$ cat src/rtl/casc_irq_pkg.sv
package casc_irq_pkg;

    localparam int WORD_W    = 32;
    localparam int IDX_W     = $clog2(WORD_W);
    localparam int VEC_W     = 7;
    localparam int SUM_CNT   = 4;
    localparam int SUM_LSB   = 24;
    localparam int GRP_W     = WORD_W / SUM_CNT;
    localparam int HI_BASE   = 32;
    localparam int PORT_BASE = 64;

    localparam logic [WORD_W-1:0] LO_QUAL     = 32'h3dff_fffe;
    localparam logic [WORD_W-1:0] HI_QUAL     = 32'h0f00_0db7;
    localparam logic [WORD_W-1:0] HI_MASK_RST = 32'h0f00_0000;
    localparam logic [VEC_W-1:0]  BOGUS_CODE  = 7'h7F;

    typedef enum logic [2:0] {
        SEL_LO_CAUSE  = 3'd0,
        SEL_HI_CAUSE  = 3'd1,
        SEL_LO_MASK   = 3'd2,
        SEL_HI_MASK   = 3'd3,
        SEL_PORT_CAUSE= 3'd4,
        SEL_PORT_MASK = 3'd5,
        SEL_VECTOR    = 3'd6,
        SEL_NONE      = 3'd7
    } reg_sel_e;

    typedef struct packed {
        logic             hit;
        logic [IDX_W-1:0] idx;
    } find_t;

    typedef struct packed {
        logic             valid;
        logic [VEC_W-1:0] code;
    } vec_t;

    // lowest set bit, scanned downward so the last hit is the smallest index
    function automatic find_t lowest_set(input logic [WORD_W-1:0] v);
        find_t r;
        r = '0;
        for (int i = WORD_W - 1; i >= 0; i--) begin
            if (v[i]) begin
                r.hit = 1'b1;
                r.idx = i[IDX_W-1:0];
            end
        end
        return r;
    endfunction

endpackage

$ cat src/rtl/irq_port_cause.sv
module irq_port_cause
    import casc_irq_pkg::*;
(
    input  logic              clk,
    input  logic              rst,
    input  logic [WORD_W-1:0] evt,
    input  logic              clr_wr,
    input  logic [WORD_W-1:0] clr_data,
    output logic [WORD_W-1:0] cause,
    output logic [SUM_CNT-1:0] summary
);

    logic [WORD_W-1:0] keep;

    // zero bits in the write data drop the cause bit, events override
    assign keep = clr_wr ? clr_data : '1;

    always_ff @(posedge clk) begin
        if (rst) begin
            cause <= '0;
        end else begin
            cause <= (cause & keep) | evt;
        end
    end

    for (genvar k = 0; k < SUM_CNT; k++) begin : g_sum
        assign summary[k] = |cause[k*GRP_W +: GRP_W];
    end

endmodule

$ cat src/rtl/irq_mask_bank.sv
module irq_mask_bank
    import casc_irq_pkg::*;
(
    input  logic              clk,
    input  logic              rst,
    input  logic              wr,
    input  reg_sel_e          sel,
    input  logic [WORD_W-1:0] wdata,
    output logic [WORD_W-1:0] lo_mask,
    output logic [WORD_W-1:0] hi_mask,
    output logic [WORD_W-1:0] port_mask
);

    always_ff @(posedge clk) begin
        if (rst) begin
            lo_mask   <= '0;
            hi_mask   <= HI_MASK_RST;
            port_mask <= '0;
        end else if (wr) begin
            case (sel)
                SEL_LO_MASK:   lo_mask   <= wdata;
                SEL_HI_MASK:   hi_mask   <= wdata;
                SEL_PORT_MASK: port_mask <= wdata;
                default: ;
            endcase
        end
    end

endmodule

$ cat src/rtl/irq_cascade_resolve.sv
module irq_cascade_resolve
    import casc_irq_pkg::*;
(
    input  logic [WORD_W-1:0] lo_cause,
    input  logic [WORD_W-1:0] hi_cause,
    input  logic [WORD_W-1:0] port_cause,
    input  logic [WORD_W-1:0] lo_mask,
    input  logic [WORD_W-1:0] hi_mask,
    input  logic [WORD_W-1:0] port_mask,
    output vec_t              vec
);

    find_t lo_f, hi_f, port_f;

    always_comb begin
        lo_f   = lowest_set(lo_cause & LO_QUAL & lo_mask);
        hi_f   = lowest_set(hi_cause & HI_QUAL & hi_mask);
        port_f = lowest_set(port_cause & port_mask);

        vec.valid = 1'b0;
        vec.code  = BOGUS_CODE;
        if (lo_f.hit) begin
            vec.valid = 1'b1;
            vec.code  = VEC_W'(lo_f.idx);
        end else if (hi_f.hit) begin
            if (int'(hi_f.idx) >= SUM_LSB) begin
                if (port_f.hit) begin
                    vec.valid = 1'b1;
                    vec.code  = VEC_W'(PORT_BASE + int'(port_f.idx));
                end
            end else begin
                vec.valid = 1'b1;
                vec.code  = VEC_W'(HI_BASE + int'(hi_f.idx));
            end
        end
    end

endmodule

$ cat src/rtl/casc_irq_ctrl.sv
module casc_irq_ctrl
    import casc_irq_pkg::*;
#(
    parameter int ADDR_W = 5
) (
    input  logic              clk,
    input  logic              rst,
    input  logic [31:0]       main_lo_src,
    input  logic [31:0]       main_hi_src,
    input  logic [31:0]       port_evt,
    input  logic              bus_wr,
    input  logic [ADDR_W-1:0] bus_addr,
    input  logic [31:0]       bus_wdata,
    output logic [31:0]       bus_rdata,
    output logic              irq_out
);

    reg_sel_e           sel;
    logic [WORD_W-1:0]  lo_mask, hi_mask, port_mask, port_cause;
    logic [SUM_CNT-1:0] summary;
    logic [WORD_W-1:0]  hi_eff;
    vec_t               vec;
    logic               vec_valid;
    logic [VEC_W-1:0]   vec_code;

    always_comb begin
        if (bus_addr[1:0] != 2'b00 || bus_addr[ADDR_W-1:2] > 3'd6) begin
            sel = SEL_NONE;
        end else begin
            sel = reg_sel_e'(bus_addr[4:2]);
        end
    end

    irq_port_cause u_port (
        .clk      (clk),
        .rst      (rst),
        .evt      (port_evt),
        .clr_wr   (bus_wr && sel == SEL_PORT_CAUSE),
        .clr_data (bus_wdata),
        .cause    (port_cause),
        .summary  (summary)
    );

    irq_mask_bank u_mask (
        .clk       (clk),
        .rst       (rst),
        .wr        (bus_wr),
        .sel       (sel),
        .wdata     (bus_wdata),
        .lo_mask   (lo_mask),
        .hi_mask   (hi_mask),
        .port_mask (port_mask)
    );

    always_comb begin
        hi_eff = main_hi_src;
        hi_eff[SUM_LSB +: SUM_CNT] = summary;
    end

    irq_cascade_resolve u_res (
        .lo_cause   (main_lo_src),
        .hi_cause   (hi_eff),
        .port_cause (port_cause),
        .lo_mask    (lo_mask),
        .hi_mask    (hi_mask),
        .port_mask  (port_mask),
        .vec        (vec)
    );

    assign vec_valid = vec.valid;
    assign vec_code  = vec.code;
    assign irq_out   = vec_valid;

    always_comb begin
        case (sel)
            SEL_LO_CAUSE:   bus_rdata = main_lo_src;
            SEL_HI_CAUSE:   bus_rdata = hi_eff;
            SEL_LO_MASK:    bus_rdata = lo_mask;
            SEL_HI_MASK:    bus_rdata = hi_mask;
            SEL_PORT_CAUSE: bus_rdata = port_cause;
            SEL_PORT_MASK:  bus_rdata = port_mask;
            SEL_VECTOR:     bus_rdata = {vec_valid, {(WORD_W-1-VEC_W){1'b0}}, vec_code};
            default:        bus_rdata = '0;
        endcase
    end

endmodule

$ cat config.mk
export PLATFORM = sky130hd
export DESIGN_NAME = casc_irq_ctrl
export DESIGN_NICKNAME = d
export VERILOG_FILES = /design/src/rtl/casc_irq_pkg.sv /design/src/rtl/irq_port_cause.sv /design/src/rtl/irq_mask_bank.sv /design/src/rtl/irq_cascade_resolve.sv /design/src/rtl/casc_irq_ctrl.sv
export SDC_FILE = /design/constraint.sdc
export NUM_CORES = 1
export LEC_CHECK = 0
export BUFFER_PORTS_ARGS = -buffer_cell sky130_fd_sc_hd__buf_2
export CAP_MARGIN = 15
export CORE_MARGIN = 2
export CORE_UTILIZATION = 40
export DETAILED_ROUTE_END_ITERATION = 10
export SYNTH_ARGS = -nofsm -noshare
export SYNTH_HDL_FRONTEND = slang
export SYNTH_SLANG_ARGS = --single-unit
$ cat constraint.sdc
create_clock -name clk -period 4.1 [get_ports clk]
set_input_delay 0.615 -clock clk [delete_from_list [all_inputs] [get_ports clk]]
set_output_delay 0.615 -clock clk [all_outputs]
set_load 0.02 [all_outputs]
# == After elaboration in Yosys (flattened, before gate mapping) ==
# Cells that the tools add are included.
# totals
ff_bits,128
input_bits,136
out_inout_bits,33
word_cells,133
# classes
addsub,2
order_cmp,2
eq_ne,6
muxes,103
n_bitwise,5
reduce_logical,11
# op_table
operator,n
2-to-1 mux 6 bit,96
case mux 32 bit (7 select lines),1
AND 32 bit,2
AND 28 x 32 -> 32 bit,1
AND 30 x 32 -> 32 bit,1
2-to-1 mux 32 bit,1
2-to-1 mux 8 bit,4
bitwise OR 32 bit,1
OR reduction 8 bit,4
equality test 3 bit (second input constant),3
adder 6 x 5 -> 7 bit (first input constant),1
adder 7 x 5 -> 7 bit (first input constant),1
equality test 3 x 2 -> 1 bit (second input constant),2
AND reduction 2 bit,3
>= comparator 5 bit (second input constant),1
equality test 3 x 1 -> 1 bit (second input constant),1
> comparator 3 bit (second input constant),1
logical NOT 3 bit,1
2-to-1 mux 3 bit,1
nonzero test 2 bit,1
logical AND 1 bit,1
logical OR 1 bit,1

# == Longest topological paths before layout ==
# Gate-level depths: netlist of run 1.
# logic_depth
ltp_word,39
ltp_mapped,7
mapped_depth_nobuf,6

# == By module ==
# From an unflattened synthesis of run 1, not the netlist that was laid out.
# hier_totals
hier_cells,894
hier_area_um2,8453.1
# modules_own_cells
module,n_inst,cells_each,area_each_um2,seq_area_each_um2
irq_mask_bank,1,356,3903.7,1921.8
irq_port_cause,1,146,1585.3,640.6
casc_irq_ctrl,1,188,1580.3,0.0
irq_cascade_resolve,1,204,1383.8,0.0

# == Worst setup path after synthesis of run 1 ==
# Ideal clock, no wire load.
# synth_path
path_kind,in2out
from,input main_lo_src[1]
to,output bus_rdata[2]
arrival_time_ns,2.636
required_ns,3.485
setup_slack_ns,0.849
cell_stages,7
n_path_buf,1
cell_sequence,a222oi_1 > nand4_1 > or4_1 > buf_2 > a211oi_2 > a21oi_1 > o31ai_1
# synth_via
elab_chain_len,5
# synth_rtl
item,line,source
"start, declared",casc_irq_ctrl.sv:8,"input logic [31:0] main_lo_src,"
AND 30 x 32 -> 32 bit,irq_cascade_resolve.sv:16,lo_f = lowest_set(lo_cause & LO_QUAL & lo_mask);
2-to-1 mux 6 bit (2 in a row),casc_irq_pkg.sv:43,if (v[i]) begin
2-to-1 mux 8 bit,irq_cascade_resolve.sv:22,if (lo_f.hit) begin
case mux 32 bit (7 select lines),casc_irq_ctrl.sv:75,case (sel)
"end, declared",casc_irq_ctrl.sv:14,"output logic [31:0] bus_rdata,"
# No other way between the ends.

# == Worst setup path in the final report of run 1 ==
# layout_path
from,register u_mask.lo_mask[1]
to,output bus_rdata[1]
# layout_via
elab_chain_len,5
# layout_rtl
item,line,source
"start, declared",irq_mask_bank.sv:9,"output logic [WORD_W-1:0] lo_mask,"
"start signal, assigned",irq_mask_bank.sv:21,SEL_LO_MASK: lo_mask <= wdata;
AND 30 x 32 -> 32 bit,irq_cascade_resolve.sv:16,
2-to-1 mux 6 bit (2 in a row),casc_irq_pkg.sv:43,
2-to-1 mux 8 bit,irq_cascade_resolve.sv:22,
case mux 32 bit (7 select lines) (*),casc_irq_ctrl.sv:75,
# Every way passes the cells marked *; elsewhere a longest branch is shown, timed or not.

==> results of run 1 <==
cell type report:
type                            instances  share of cell area, %
Timing Repair Buffer                  186                  11.76
Tap cell                              220                  3.233
Sequential cell                       128                  30.10
Inverter                               34                  1.499
Clock inverter                         15                  2.028
Clock buffer                           17                  4.996
Multi-Input combinational cell        715                  46.39
cells in the mapped netlist (all sizes together) (2+ instances only):
cell | count | area share, %
a311oi | 2 | 0.26
a21boi | 5 | 0.55
inv | 34 | 1.9
nand4bb | 2 | 0.33
a222oi | 6 | 0.88
nand2b | 5 | 0.46
nand3b | 7 | 0.77
nand2 | 256 | 14
dfxtp | 128 | 37
a21o | 3 | 0.33
o41ai | 2 | 0.26
a221oi | 9 | 1.2
nor2 | 6 | 0.33
a21oi | 134 | 9.8
o21ai | 41 | 3.0
o31ai | 3 | 0.33
o2111ai | 3 | 0.38
or4 | 3 | 0.33
a32o | 4 | 0.59
and2 | 8 | 0.75
a21bo | 2 | 0.29
nor4 | 10 | 0.92
o211ai | 5 | 0.55
nor3 | 3 | 0.29
a22o | 9 | 1.2
buf | 5 | 0.29
a22oi | 116 | 13
a31oi | 6 | 0.55
a32oi | 4 | 0.51
nand4 | 11 | 1.2
a211oi | 4 | 0.51
clkbuf | 53 | 2.9
nand3 | 34 | 2.5
critical path: stages (launching register included):
cell and delay (ns):
dfxtp_1 0.36, a222oi_1 0.48, nand4_1 0.29, or4_1 0.75, nand4_1 0.18, a31oi_1 0.06, o31ai_1 0.42, buf_2 0.25
metal layers:
metal / global-route usage, % / up-vias
met2: 47.55 / 436
met5: 0 / -
met3: 6.381 / 50
met4: 10.18 / 0
li1: - / 3727
met1: 39.99 / 3778
kinds of logic after synthesis:
family          Yosys count  share of synthesized area [%]
buf+inv                  92                          5.070
simple gates            351                          22.61
flops                   128                          37.49
compound gates          364                          34.83
cell usage in the layout (no fill, tap or decap), types with 3 or more instances in the layout:
cell type	instances
o21ai_0	40
a32oi_1	4
a221oi_1	9
nand2b_1	5
o2111ai_1	3
nand3b_1	7
nand2_1	255
a32o_1	4
clkbuf_16	17
and2_1	6
inv_6	9
or4_1	3
nor4_1	10
a22oi_1	115
a22o_1	9
a21oi_1	134
a31oi_1	6
buf_2	163
nand3_1	34
nor2_2	4
a21o_1	3
o31ai_1	3
inv_1	34
buf_4	22
a21boi_0	5
dfxtp_1	128
clkinvlp_4	3
nand4_1	10
o211ai_1	5
a211oi_1	3
a222oi_1	6
report_power, final:
part / switching [mW] / internal [mW]
logic: 0.180 / 0.109
registers: 0.0448 / 1.27
clock network: 0.652 / 0.916
total: 0.876 / 2.30
sequential cells by signal, summed over array words and instances (netlist names):
register	flops
u_port.cause	32
u_mask.hi_mask	32
u_mask.lo_mask	32
u_mask.port_mask	32
worst paths after layout:
check	from	slack, ns	endpoint	depth (start not counted)
max reg2reg	u_port.cause[26]$_SDFF_PP0_	3.25	u_port.cause[26]$_SDFF_PP0_	2
min reg2reg	u_mask.lo_mask[30]$_SDFFE_PP0P_	0.45	u_mask.lo_mask[30]$_SDFFE_PP0P_	2
min	port_evt[23]	0.41	u_port.cause[23]$_SDFF_PP0_	3
max	u_mask.lo_mask[1]$_SDFFE_PP0P_	0.27	bus_rdata[1]	7
per-stage QoR:
step	cell area, um2	setup slack (ns)	utilization, %	total power [mW]	cells
after floorplan	6835	0.8488	-	1.458	935
after global placement	7916	0.3901	47.57	1.628	1283
after detailed placement	7916	0.4377	47.57	1.627	1283
after CTS	8514	0.3676	51.16	3.186	1315
after global routing	8514	0.1074	51.16	3.281	1315
final	8514	0.2736	51.16	3.175	1315
==> impl_results.md, run 1 <==
- Setup Skew: 0 ns
- Pre-Repair DR Iteration Count: 6
- Top_reg_cell synth: dfxtp_1
- Port bufs: 164
- Layout Nets: approximately 1200
- RSZ-0062 raised after global routing: no
- Die area: approximately 18000 um2
- Final Cycle Share: 93.33%
- Cells after synthesis: 935
- Critical path class: register to output pin
- Clock transition at path regs: 0.06 ns
- Slew Limit Headroom: 39.89%
- Slew Viols, Final: 0
- Initial drt markers: 870
- Die W: 134.7 um
- PD cells: 372.9 nW/um2
- Register area: 2562 um2
- Required @ worst endpoint: 3.48 ns
- Remaining DRCs: 0
- Initial core utilization: 41.07%
- Status: completed
- Core area: 16640 um2
- Register area share after synthesis: a little under two fifths
- Crit path DAT: 3.21 ns
- Top Layer Used: met4
- Synthesized flop and latch total: around 130
- Hold crit path type: input port to register
- Async set-reset flop share out of synthesis: 0%
- Overflow after GRT: 0
- Post-Syn Area: around 7000 um2
- Post-synth EDFFs: 0
- Post-Route M1 WL: about 11000 um
- ANT nets after route: 0
- Clock root cell: clkbuf_16
- # hold bufs at CTS: 0
- Slew @ Worst Pin: 0.8984 ns
- Syn_area_per_cell: 7.310 um2
- Multi-input gate area: 3950 um2
- Post-DP HPWL: 18950 um
- Fillers: 1719
- Max Cap Viol: 0
- Layout cells sized above 1: 21.46%
- First-pass GRT wire length: 41500 um
- Worst-path fanout max: 7
- Vias in the first global route: 7305
- CP Launch Type: register
- Synth warnings: 0
- Syn Nets: roughly 1100
- WL met3: 2574 um
- Row count: 47
- # Post-CTS Setup Buffers: 0
- Max Fclk: about 260 MHz
- Fin crit period: 3.826 ns
- Met2 wire len: 12580 um
- ANT cells: 0
- Initial antenna violation count: 0
- Vias: 7991
- Final hold violation count: 0
- Num CTS Buffers: 17
- Worst Setup End Kind: output pin
- Synth cell types: 53
- CTS tree: done
- Final setup fails: 0
- Final TNS setup: 0 ns
- GRT Total Usage: 29.79%
- Clock buffer depth: 2
- Vias/cell: roughly 6
- GPL Wtd Cong: 0.9017
- Post-CTS sizing: 0
- Clk sinks: 128
- Routed WL per cell: ~21 um
- DRT Wirelength: 27170 um
- CTS H-Tree Depth: 4
- Hold Worst Slack: 0.4115 ns
- Leak pwr: 3.385 nW
- Ports: 169
- Chip Height: 134.7 um
- Worst-Skew Late Latency: 0.42 ns
- Largest net degree at the start of global routing: 73
- Worst VDD drop: 0.3235 mV
- Area growth syn-to-layout: 24.57%
(Power assumes the default switching activity.)
==> run 2: changes to the inputs <==
Settings changed: PLACE_DENSITY from default to 0.62.
==> impl_results.md, run 2 (synthesis gave the netlist of run 1 again) <==
- Status: completed
- Die area: 18150 um2
- PD cells: 368.4 nW/um2
- Max Fclk: 259.3 MHz
- Reg power frac: between 40% and 50%
- CTS tree: done
- Ports: 169
- Pre-CTS setup slack: 0.4679 ns
- First-pass GRT wire length: about 40000 um
- Max Cap Viol: 0
- Slew Viols, Final: 0
- Hold Worst Slack: 0.4136 ns
- Clk sinks: 128
- Required @ worst endpoint: 3.48 ns
- Final setup fails: 0
- Hold crit path type: input port to register
- # Post-CTS Setup Buffers: 0
- Post-CTS sizing: 0
- Int Power: about 2.3 mW
- Post-DP HPWL: 19190 um
- Initial antenna violation count: 0
- Vias/cell: 5.998
- NetSw: 790.1 uW
- Setup ws final: 0.2433 ns
- Routed WL per cell: approximately 20 um
- Worst-Skew Late Latency: 0.42 ns
- Remaining DRCs: 0
- CP Launch Type: register
- Worst-path fanout max: 5
- Final Cycle Share: 94.07%
- Critical path class: register to output pin
- Slew @ Worst Pin: 0.8822 ns
- GRT Total Usage: ~29%
- Area growth syn-to-layout: 24.68%
- Worst VDD drop: 0.2893 mV
- Commonest non-fill, non-tap cell in the layout: nand2_1
- Core area: 16640 um2
- Sw Share: between 20% and 30%
- GPL Wtd Cong: around 0.96
- Clock buffer depth: 2
- Setup Skew: 0 ns
- Initial drt markers: between 800 and 900
- Vias: approximately 7900
- Vias in the first global route: 7274
- Die W: 134.7 um
- Crit path DAT: 3.24 ns
- RSZ-0062 raised after global routing: no
- CTS H-Tree Depth: 4
- Final TNS setup: 0 ns
- Worst Setup End Kind: output pin
- Num CTS Buffers: 17
- ANT nets after route: 0
- Largest net degree at the start of global routing: 63
- Pre-Repair DR Iteration Count: 5
- Gate power share: 9.1%
- Slew Limit Headroom: 40.98%
- DRT Wirelength: between 20000 and 30000 um
- Leak pwr: 3.402 nW
- Fin crit period: 3.857 ns
- Port bufs: 164
- Most frequent cells in the layout: 255 x nand2_1, 163 x buf_2, 134 x a21oi_1
- Overflow after GRT: 0
- Layout Nets: approximately 1200
- Clock transition at path regs: 0.06 ns
- Final hold violation count: 0
- Clock root cell: clkbuf_16
- Chip Height: 134.7 um
- ANT cells: 0
- Clock power frac: 48.9%
- Initial core utilization: 41.07%
- # hold bufs at CTS: 0
- Row count: 47
- Layout cells sized above 1: 21.40%
run 2: through the flow:
step	total power, mW	util (%)	cells	area, um2
2_1_floorplan	1.458	-	935	6835
3_3_place_gp	1.626	47.67	1287	7934
3_5_place_dp	1.625	47.67	1287	7934
4_1_cts	3.148	51.21	1318	8522
5_1_grt	3.237	51.21	1318	8522
6_report	3.139	51.21	1318	8522
run 2: path summary, 6_finish.rpt:
| check | start | to | slack (ns) | cells after the start |
|---|---|---|---|---|
| max reg2reg | u_port.cause[7]$_SDFF_PP0_ | u_port.cause[7]$_SDFF_PP0_ | 3.28 | 2 |
| min | port_evt[25] | u_port.cause[25]$_SDFF_PP0_ | 0.41 | 3 |
| min reg2reg | u_mask.hi_mask[22]$_SDFFE_PP0P_ | u_mask.hi_mask[22]$_SDFFE_PP0P_ | 0.45 | 2 |
| max | u_port.cause[4]$_SDFF_PP0_ | bus_rdata[3] | 0.24 | 7 |
run 2: layout make-up:
type	count	area, um2
clock buffers	21	450.4
clock inverters	10	137.6
fillers	1670	8120
inverters	34	127.6
multi-input cells	715	3950
flip-flops and latches	128	2562
well taps	220	275.3
repair buffers	190	1018
run 2: worst max-delay path: stages (launching register included):
cell,delay [ns]
dfxtp_1,0.38
nor4_1,0.67
a21boi_0,0.33
nand4bb_1,0.36
nand3_1,0.15
a41oi_1,0.13
o41ai_1,0.53
buf_2,0.26
run 2: layer usage:
layer  wire [um]  share of wire [%]  global-route usage [%]
met4         702                2.7                   11.81
met1       11310                 43                   38.23
met3        2309                8.8                   6.269
met2       12020                 46                   45.54
met5           0                  0                       0
run 2: power groups by stage:
stage | sequential, mW | combinational [mW] | clock, mW
detailed placement | 1.34 | 0.280 | 0
global route | 1.32 | 0.311 | 1.60
floorplan | 1.33 | 0.131 | 0
CTS | 1.32 | 0.281 | 1.55
global placement | 1.35 | 0.281 | 0
finish | 1.32 | 0.285 | 1.53
==> run 3: changes to the inputs <==
==> constraint.sdc (replaced) <==
create_clock -name clk -period 4.1 [get_ports clk]
set_input_delay 0.82 -clock clk [delete_from_list [all_inputs] [get_ports clk]]
set_output_delay 0.82 -clock clk [all_outputs]
set_load 0.02 [all_outputs]
==> impl_results.md, run 3 (synthesis gave the netlist of run 1 again) <==
- Failing checks: negative setup slack
- First-pass GRT wire length: 40540 um
- Clock transition at path regs: approximately 0.060 ns
- CP Launch Type: register
- PD cells: 367.8 nW/um2
- Post-DP HPWL: around 19000 um
- Num CTS Buffers: 17
- Slew Limit Headroom: approximately half
- Tot Pwr: 3.160 mW
- CTS H-Tree Depth: 4
- Slew @ Worst Pin: roughly 0.73 ns
- RSZ-0062 raised after global routing: no
- ANT cells: 0
- Clk sinks: 128
- Fin crit period: just over 4 ns
- Final setup fails: 1
- CTS tree: done
- Clock root cell: clkbuf_16
- Layout Nets: 1227
- Remaining DRCs: 0
- Worst Setup End Kind: output pin
- Routed WL per cell: roughly 20 um
- Initial drt markers: 921
- Setup Skew: 0 ns
- Worst-path fanout max: 6
- Met2 wire len: 12240 um
- Status: finished, violations left
- Die area: 18150 um2
- Slew Viols, Final: 0
- Post-Route M1 WL: about 11000 um
- Final TNS setup: -0.01198 ns
- Row count: 47
- Clock buffer depth: 2
- Worst VDD drop: 0.3115 mV
- WL met3: 2565 um
- Die W: 134.7 um
- Top Layer Used: met4
- Final hold violation count: 0
- Layout cells sized above 1: 21.85%
- Most frequent cells in the layout: 256 x nand2_1, 163 x buf_2, 134 x a21oi_1
- Initial antenna violation count: 0
- Fillers: 1648
- Ports: 169
- DRT Wirelength: approximately 27000 um
- Required @ worst endpoint: around 3.3 ns
- Area growth syn-to-layout: 25.68%
- Largest net degree at the start of global routing: 129
- Overflow after GRT: 0
- Core area: 16640 um2
- Vias/cell: 6.056
- Port bufs: between 150 and 200
- Max Fclk: 243.2 MHz
- # hold bufs at CTS: 0
- Leak pwr: 3.426 nW
- GPL Wtd Cong: 0.9607
- GRT Total Usage: 29.14%
- Crit path DAT: 3.29 ns
- Pre-CTS setup slack: 0.08301 ns
- ANT nets after route: 0
- Critical path class: register to output pin
- Vias: 8012
- Max Cap Viol: 0
- Post-CTS sizing: 0
- Final Cycle Share: 100.3%
- Vias in the first global route: 7206
- Commonest non-fill, non-tap cell in the layout: nand2_1
- Hold crit path type: register to register
- Chip Height: 134.7 um
- # Post-CTS Setup Buffers: 0
- Worst-Skew Late Latency: 0.43 ns
- Setup ws final: -0.01198 ns
- Initial core utilization: 41.07%
- Pre-Repair DR Iteration Count: 6
[run 3: changes by cell type in the layout (fill, tap and decap cells not counted)]
cell,before,now
buf_4,27,30
or4_4,0,1
or4_1,3,2
clkinvlp_4,2,3
inv_6,0,1
nand2_1,255,256
buf_12,0,2
nor4_2,0,1
nor4_1,10,9
clkinv_4,2,0
nand2_2,1,0
[run 3: path summary, 6_finish.rpt]
check / to / cells past startpoint / slack, ns / start
setup / recovery: bus_rdata[3] / 7 / -0.01 / u_port.cause[8]$_SDFF_PP0_
hold / removal: u_mask.hi_mask[18]$_SDFFE_PP0P_ / 2 / 0.46 / u_mask.hi_mask[18]$_SDFFE_PP0P_
setup reg to reg: u_port.cause[6]$_SDFF_PP0_ / 2 / 3.23 / u_port.cause[6]$_SDFF_PP0_
hold reg to reg: u_mask.hi_mask[18]$_SDFFE_PP0P_ / 2 / 0.46 / u_mask.hi_mask[18]$_SDFFE_PP0P_
[run 3: final cells by class]
cell class | count | area (um2) | area share [%]
Sequential cell | 128 | 2562 | 29.83
Tap cell | 220 | 275.3 | 3.204
Multi-Input combinational cell | 715 | 3958 | 46.07
Timing Repair Buffer | 195 | 1081 | 12.58
Inverter | 34 | 127.6 | 1.486
Clock inverter | 10 | 136.4 | 1.588
Clock buffer | 21 | 450.4 | 5.243
[run 3: power breakdown]
part,switching [mW],internal (mW)
Sequential,0.0464,1.27
Combinational,0.178,0.112
Clock,0.585,0.965
Total,0.809,2.35
[run 3: layer usage]
layer / vias to the layer above / GRT usage (%)
met5: - / 0
met4: 0 / 10.35
met3: 58 / 7.207
met2: 462 / 46.19
met1: 3748 / 38.60
li1: 3744 / -
[run 3: worst max-delay path: stages, from the launching register on]
cell and delay, ns:
dfxtp_1 0.37, nor4_1 0.65, a21boi_0 0.27, nand4bb_1 0.35
nand3_1 0.15, a41oi_1 0.12, o41ai_1 0.65, buf_2 0.28
[run 3: stage by stage]
| stage | instances | instance area (um2) | util [%] | hold WS, ns |
|---|---|---|---|---|
| 2_1_floorplan | 935 | 6835 | - | 0.4360 |
| 3_5_place_dp | 1292 | 7994 | 48.03 | 0.4471 |
| 6_report | 1323 | 8591 | 51.62 | 0.4562 |
| 3_3_place_gp | 1292 | 7994 | 48.03 | 0.4417 |
| 5_1_grt | 1323 | 8591 | 51.62 | 0.4660 |
| 4_1_cts | 1323 | 8581 | 51.56 | 0.4556 |
